[src/rtl/vic_pkg.sv]
package vic_pkg;
  localparam int unsigned NUM_SRC   = 11;
  localparam int unsigned DATA_W    = 8;
  localparam int unsigned VEC_W     = 16;
  localparam int unsigned CALL_CYC  = 10;
  localparam int unsigned EP_LO     = 3;   // first endpoint source index
  localparam int unsigned EP_W      = 3;
  localparam int unsigned GEN_W     = NUM_SRC - EP_W;
  localparam int unsigned SENSE_BIT = 7;
  localparam int unsigned GIE_BIT   = 2;
  localparam int unsigned CNT_W     = $clog2(CALL_CYC + 1);
endpackage

[src/rtl/vic_pending.sv]
module vic_pending
  import vic_pkg::*;
(
  input  logic               clk_i,
  input  logic               rst_ni,
  input  logic [NUM_SRC-1:0] set_i,
  input  logic [NUM_SRC-1:0] clr_i,
  output logic [NUM_SRC-1:0] pend_o
);
  logic [NUM_SRC-1:0] pend_q;

  // set beats clear on collision
  always_ff @(posedge clk_i or negedge rst_ni) begin
    if (!rst_ni) pend_q <= '0;
    else         pend_q <= (pend_q & ~clr_i) | set_i;
  end

  assign pend_o = pend_q;

  p_hold_r1: assert property (@(posedge clk_i) disable iff (!rst_ni)
    1'b1 |=> ((pend_q & $past(pend_q & ~clr_i)) == $past(pend_q & ~clr_i)));

  p_set_wins_r10: assert property (@(posedge clk_i) disable iff (!rst_ni)
    (|set_i) |=> ((pend_q & $past(set_i)) == $past(set_i)));
endmodule

[src/rtl/vic_enable_regs.sv]
module vic_enable_regs
  import vic_pkg::*;
(
  input  logic               clk_i,
  input  logic               rst_ni,
  input  logic               we_i,
  input  logic               sel_i,
  input  logic [DATA_W-1:0]  wdata_i,
  output logic [DATA_W-1:0]  rdata_o,
  output logic [NUM_SRC-1:0] en_o
);
  logic [GEN_W-1:0] gen_q;
  logic [EP_W-1:0]  ep_q;

  always_ff @(posedge clk_i or negedge rst_ni) begin
    if (!rst_ni) begin
      gen_q <= '0;
      ep_q  <= '0;
    end else if (we_i) begin
      if (sel_i) ep_q  <= wdata_i[EP_W-1:0];
      else       gen_q <= wdata_i[GEN_W-1:0];
    end
  end

  assign rdata_o = sel_i ? DATA_W'(ep_q) : DATA_W'(gen_q);

  // endpoint sources sit in the middle of the priority order
  assign en_o = {gen_q[GEN_W-1:EP_LO], ep_q, gen_q[EP_LO-1:0]};

  p_ep_upper_zero_r2: assert property (@(posedge clk_i) disable iff (!rst_ni)
    sel_i |-> (rdata_o[DATA_W-1:EP_W] == '0));
endmodule

[src/rtl/vic_prio.sv]
module vic_prio
  import vic_pkg::*;
(
  input  logic [NUM_SRC-1:0] req_i,
  output logic [NUM_SRC-1:0] grant_o,
  output logic               any_o,
  output logic [VEC_W-1:0]   vec_o
);
  logic [NUM_SRC:0] seen;
  assign seen[0] = 1'b0;

  for (genvar gi = 0; gi < NUM_SRC; gi++) begin : g_chain
    assign grant_o[gi]  = req_i[gi] & ~seen[gi];
    assign seen[gi + 1] = seen[gi] | req_i[gi];
  end

  assign any_o = seen[NUM_SRC];

  always_comb begin
    vec_o = '0;
    for (int i = 0; i < NUM_SRC; i++)
      if (grant_o[i]) vec_o = vec_o | VEC_W'(2 * (i + 1));
  end
endmodule

[src/rtl/vic_ack_fsm.sv]
module vic_ack_fsm
  import vic_pkg::*;
(
  input  logic               clk_i,
  input  logic               rst_ni,
  input  logic               boundary_i,
  input  logic               ei_i,
  input  logic               di_i,
  input  logic               reti_i,
  input  logic               any_i,
  input  logic [NUM_SRC-1:0] grant_i,
  input  logic [VEC_W-1:0]   win_vec_i,
  output logic               gie_o,
  output logic               busy_o,
  output logic [NUM_SRC-1:0] clr_o,
  output logic [VEC_W-1:0]   vec_o
);
  logic             gie_q, busy_q, take;
  logic [CNT_W-1:0] cnt_q;
  logic [VEC_W-1:0] vec_q;

  assign take  = boundary_i & gie_q & any_i & ~busy_q;
  assign clr_o = take ? grant_i : '0;

  always_ff @(posedge clk_i or negedge rst_ni) begin
    if (!rst_ni)              gie_q <= 1'b0;
    else if (take)            gie_q <= 1'b0;
    else if (di_i)            gie_q <= 1'b0;
    else if (ei_i || reti_i)  gie_q <= 1'b1;
  end

  always_ff @(posedge clk_i or negedge rst_ni) begin
    if (!rst_ni) begin
      busy_q <= 1'b0;
      cnt_q  <= '0;
      vec_q  <= '0;
    end else if (take) begin
      busy_q <= 1'b1;
      cnt_q  <= CNT_W'(CALL_CYC - 1);
      vec_q  <= win_vec_i;
    end else if (busy_q) begin
      if (cnt_q == '0) begin
        busy_q <= 1'b0;
        vec_q  <= '0;
      end else begin
        cnt_q <= cnt_q - 1'b1;
      end
    end
  end

  assign gie_o  = gie_q;
  assign busy_o = busy_q;
  assign vec_o  = vec_q;

  // checker-side count of acknowledge length
  logic [CNT_W:0] hi_cnt;
  always_ff @(posedge clk_i or negedge rst_ni) begin
    if (!rst_ni)     hi_cnt <= '0;
    else if (busy_q) hi_cnt <= hi_cnt + 1'b1;
    else             hi_cnt <= '0;
  end

  p_ack_len_r7: assert property (@(posedge clk_i) disable iff (!rst_ni)
    $fell(busy_q) |-> (hi_cnt == (CNT_W+1)'(CALL_CYC)));

  p_vec_idle_r7: assert property (@(posedge clk_i) disable iff (!rst_ni)
    !busy_q |-> (vec_q == '0));

  p_vec_range_r5: assert property (@(posedge clk_i) disable iff (!rst_ni)
    busy_q |-> (vec_q[0] == 1'b0 && vec_q >= VEC_W'(2) && vec_q <= VEC_W'(2 * NUM_SRC)));

  p_take_gie_r6: assert property (@(posedge clk_i) disable iff (!rst_ni)
    $rose(busy_q) |-> !gie_q);

  p_di_r8: assert property (@(posedge clk_i) disable iff (!rst_ni)
    di_i |=> !gie_q);

  p_ei_r8: assert property (@(posedge clk_i) disable iff (!rst_ni)
    (ei_i && !di_i && !gie_q) |=> gie_q);

  p_no_take_r11: assert property (@(posedge clk_i) disable iff (!rst_ni)
    (!gie_q && !busy_q) |=> !busy_q);

  p_vec_stable_r11: assert property (@(posedge clk_i) disable iff (!rst_ni)
    (busy_q && cnt_q != '0) |=> $stable(vec_q));
endmodule

[src/rtl/vic_top.sv]
module vic_top
  import vic_pkg::*;
(
  input  logic               clk_i,
  input  logic               rst_ni,
  input  logic [NUM_SRC-1:0] evt_i,
  input  logic               reg_we_i,
  input  logic               reg_sel_i,
  input  logic [DATA_W-1:0]  reg_wdata_i,
  output logic [DATA_W-1:0]  reg_rdata_o,
  input  logic               boundary_i,
  input  logic               ei_i,
  input  logic               di_i,
  input  logic               reti_i,
  output logic               ack_o,
  output logic [VEC_W-1:0]   vec_o,
  output logic [DATA_W-1:0]  status_o
);
  logic [NUM_SRC-1:0] pend, en, req, grant, clr;
  logic               any, gie;
  logic [VEC_W-1:0]   win_vec;

  vic_pending u_pending (
    .clk_i (clk_i),
    .rst_ni(rst_ni),
    .set_i (evt_i),
    .clr_i (clr),
    .pend_o(pend)
  );

  vic_enable_regs u_regs (
    .clk_i  (clk_i),
    .rst_ni (rst_ni),
    .we_i   (reg_we_i),
    .sel_i  (reg_sel_i),
    .wdata_i(reg_wdata_i),
    .rdata_o(reg_rdata_o),
    .en_o   (en)
  );

  assign req = pend & en;

  vic_prio u_prio (
    .req_i  (req),
    .grant_o(grant),
    .any_o  (any),
    .vec_o  (win_vec)
  );

  vic_ack_fsm u_fsm (
    .clk_i     (clk_i),
    .rst_ni    (rst_ni),
    .boundary_i(boundary_i),
    .ei_i      (ei_i),
    .di_i      (di_i),
    .reti_i    (reti_i),
    .any_i     (any),
    .grant_i   (grant),
    .win_vec_i (win_vec),
    .gie_o     (gie),
    .busy_o    (ack_o),
    .clr_o     (clr),
    .vec_o     (vec_o)
  );

  always_comb begin
    status_o            = '0;
    status_o[SENSE_BIT] = any;
    status_o[GIE_BIT]   = gie;
  end

  p_clr_onehot_r4: assert property (@(posedge clk_i) disable iff (!rst_ni)
    $onehot0(clr));

  p_clr_enabled_r6: assert property (@(posedge clk_i) disable iff (!rst_ni)
    (|clr) |-> (((clr & pend & en) == clr) && gie && boundary_i));
endmodule

[config.mk]
export PLATFORM = sky130hd
export DESIGN_NAME = vic_top
export DESIGN_NICKNAME = d
export VERILOG_FILES = /design/src/rtl/vic_pkg.sv /design/src/rtl/vic_pending.sv /design/src/rtl/vic_enable_regs.sv /design/src/rtl/vic_prio.sv /design/src/rtl/vic_ack_fsm.sv /design/src/rtl/vic_top.sv
export SDC_FILE = /design/constraint.sdc
export NUM_CORES = 1
export LEC_CHECK = 0
export ABC_CLOCK_PERIOD_IN_PS = 2900
export BUFFER_PORTS_ARGS = -buffer_cell sky130_fd_sc_hd__clkbuf_2
export CORE_AREA = 2 2 79 81
export DETAILED_ROUTE_END_ITERATION = 12
export DIE_AREA = 0 0 81 83
export GPL_TIMING_DRIVEN = 0
export SLEW_MARGIN = 5
export SYNTH_ARGS = -nofsm -noshare
export SYNTH_HDL_FRONTEND = slang
export SYNTH_SLANG_ARGS = --single-unit
export TNS_END_PERCENT = 1
[constraint.sdc]
create_clock -name clk_i -period 2.9 [get_ports clk_i]
set_input_delay 0.435 -clock clk_i [delete_from_list [all_inputs] [get_ports clk_i]]
set_output_delay 0.435 -clock clk_i [all_outputs]
set_load 0.01 [all_outputs]
==> results.cfg <==
[run_status]
status = completed

[clock_network]
cts_setup_buffers = 0
cts_hold_buf = 0
clk_path_buf_depth = 2
cts_root_buf = clkbuf_8
cts_made_buffers = 5
clock_sinks = 32
cts.reportedPaths.clkPinSlew_ps = 70
clk-insertion-delay-late_ps = 280
cts_resized = 0
cts_tree = yes
cts.htree.levels = 2

[global_routing]
groute.usage.overall_pct = 11.6
grt_max_degree = 33
grt_pass1_wl_microns = 5990
antenna_found_initial = 0
grt_pass1_vias = 1271
overflow = 0

[critical_path]
reg2reg_to = u_pending.pend_o[9]
cp-endpoint = status_o[7]
cp_top_family = simple AND/OR/NAND/NOR gates
cp-startpoint = u_regs.ep_q[2]
path_class = register to output port
r2r-start = u_regs.gen_q[1]
critPathCaptureType = output port
cp.arrival_ps = 1730
reg2regPathDepth = 6
path_max_fanout = 5
crit_path_start_kind = register
max_stage_delay_ps = 430
reg2reg_slack_ps = 1150
cp_slowest_cell = dfrtp_1
path_cells = a22oi_2 -> and4_1 -> nand4_1 -> buf_4 -> clkbuf_2
critPathRequiredTime_ps = 2470
cp.depth = 5
path_buf_inv = 2

[synth]
yosysWarnings = 0
synth_cell_types = 37
syn_area_per_cell_sq_um = 10.1
synth_cells = 169
synth_area_sq_um = 1710
synth_ff_type = dfrtp_1
netlist.top_cell.by_area = dfrtp_1
synth-edff-count = 0
async_flop_share_pct = 100
yosysTopAreaCellShare_pct = 46.8
ys_ff_latch = 32
synth.most_common_cell = dfrtp_1
yosys-top-cells-area = dfrtp_1, buf_4, mux2_2
synth_seq_area_share_pct = 46.8
yosys-top-cells-count = dfrtp_1, nand2_1, buf_4

[sta]
drv_slew = 0
rsz0062_at_grt = no
tightest_slew_ps = 803
finalCritPeriodShare_pct = 74.7
holdWs_ps = 235
max_freq_mhz = 462
final.setup.tns_ps = 0
fin_skew_ps = 4.86
setup_viol = 0
final-hold-violation-count = 0
fin_crit_ps = 2170
slew_headroom_pct = 46.4

[layout]
drive_above_1_share_pct = 36.8
layout.nets = 261
area_growth_pct = 26.2
n_antenna_cell = 0

[power]
powerDensity_nw_per_um2 = 624
peakVddDrop_v = 0.000272
p_leak_nw = 1.01

[detailed_routing]
drt_iter0_drc = 65
routed_wl_microns = 3690
vias = 1339
drtAntennaViolNets = 0
drcViolationCount = 0
wl_per_cell_microns = 11.9
viasPerCell = 4.33
dr.pass1.iters = 4

[worst_hold_path]
worstHoldPathType = primary input to asynchronous set/reset pin

[die]
pin_count = 60
die_w_microns = 81
die-area_sq_um = 6720
num_rows = 28
initial_core_util_pct = 29.4
core-area_sq_um = 5820
dieHeight_microns = 83

[job]
cap_violations = 0

[place]
dp_hpwl_microns = 2870
gp_congestion = 0.844
io_buffers = 40
==> kinds of logic (layout without fill, tap and decap cells) <==
logic type	after synthesis	in the layout	share of synthesized area, %
AND/OR/NAND/NOR	61	61	18.1
flip-flops	32	32	46.8
AO/OA/AOI/OAI	30	30	13.4
buffers and inverters	29	77	11.2
multiplexers	13	13	8.55
XOR/XNOR	2	2	1.02
adder cells (fa/ha/maj)	1	1	0.731
other	1	18	0.219
==> flip-flops by register name, summed over array words and instances (netlist names) <==
name,flops
u_fsm.busy_o,1
u_fsm.gie_o,1
u_regs.ep_q,3
u_regs.gen_q,8
u_pending.pend_o,11
u_fsm.vec_o,4
u_fsm.cnt_q,4
==> report_power, final <==
part,internal (mW),switching [mW]
clock,0.193,0.153
combinational,0.186,0.213
sequential,0.530,0.0707
==> layout make-up <==
type,instances,area [sq um]
inverter,5,18.8
buffer,24,173
sequential,32,801
clock buffer,8,90.1
timing repair buffer,40,200
tap,75,93.8
multi-input combinational,125,783
fill,609,3660
==> how the worst min path moves through the flow <==
stage / start / endpoint / slack, ps / depth (start not counted)
after global placement: u_pending.pend_o[4] / u_pending.pend_o[4] / 460 / 1
after global routing: di_i / u_fsm.gie_o / 300 / 2
after CTS: rst_ni / u_fsm.cnt_q[1] / 270 / 1
after detailed placement: u_pending.pend_o[4] / u_pending.pend_o[4] / 470 / 1
after floorplan: rst_ni / u_fsm.busy_o / 140 / 0
final: rst_ni / u_fsm.cnt_q[1] / 240 / 1
==> layout by cell type (no fill, tap or decap), drive strengths merged, types with 3 or more instances in the layout <==
cell type and count:
a21oi 5, a21o 5, nand2 25, nor2 4
dfrtp 32, mux2 13, inv 5, nand4 3
nand2b 4, buf 22, conb 18, nor2b 6
clkbuf 50, o21ai 6, nand3 10, a31oi 3
==> through the flow <==
step	instances	area (sq um)	util, %	setup WS, ps	power, mW
after detailed placement	301	2070	35.6	1020	1.01
final	309	2160	37.1	734	1.35
after global placement	301	2070	35.6	1040	1.00
after global routing	309	2160	37.1	620	1.45
after CTS	309	2160	37.1	714	1.37
after floorplan	186	1780	-	1290	0.879
==> per-layer routing <==
metal / global-route usage, % / up-vias / part of all wire (%)
met5: 0 / - / 0
met4: 3.70 / 0 / 0.49
met1: 15.6 / 610 / 46
li1: - / 684 / -
met2: 17.5 / 43 / 47
met3: 3.70 / 2 / 6.9
(Power assumes the default switching activity.)
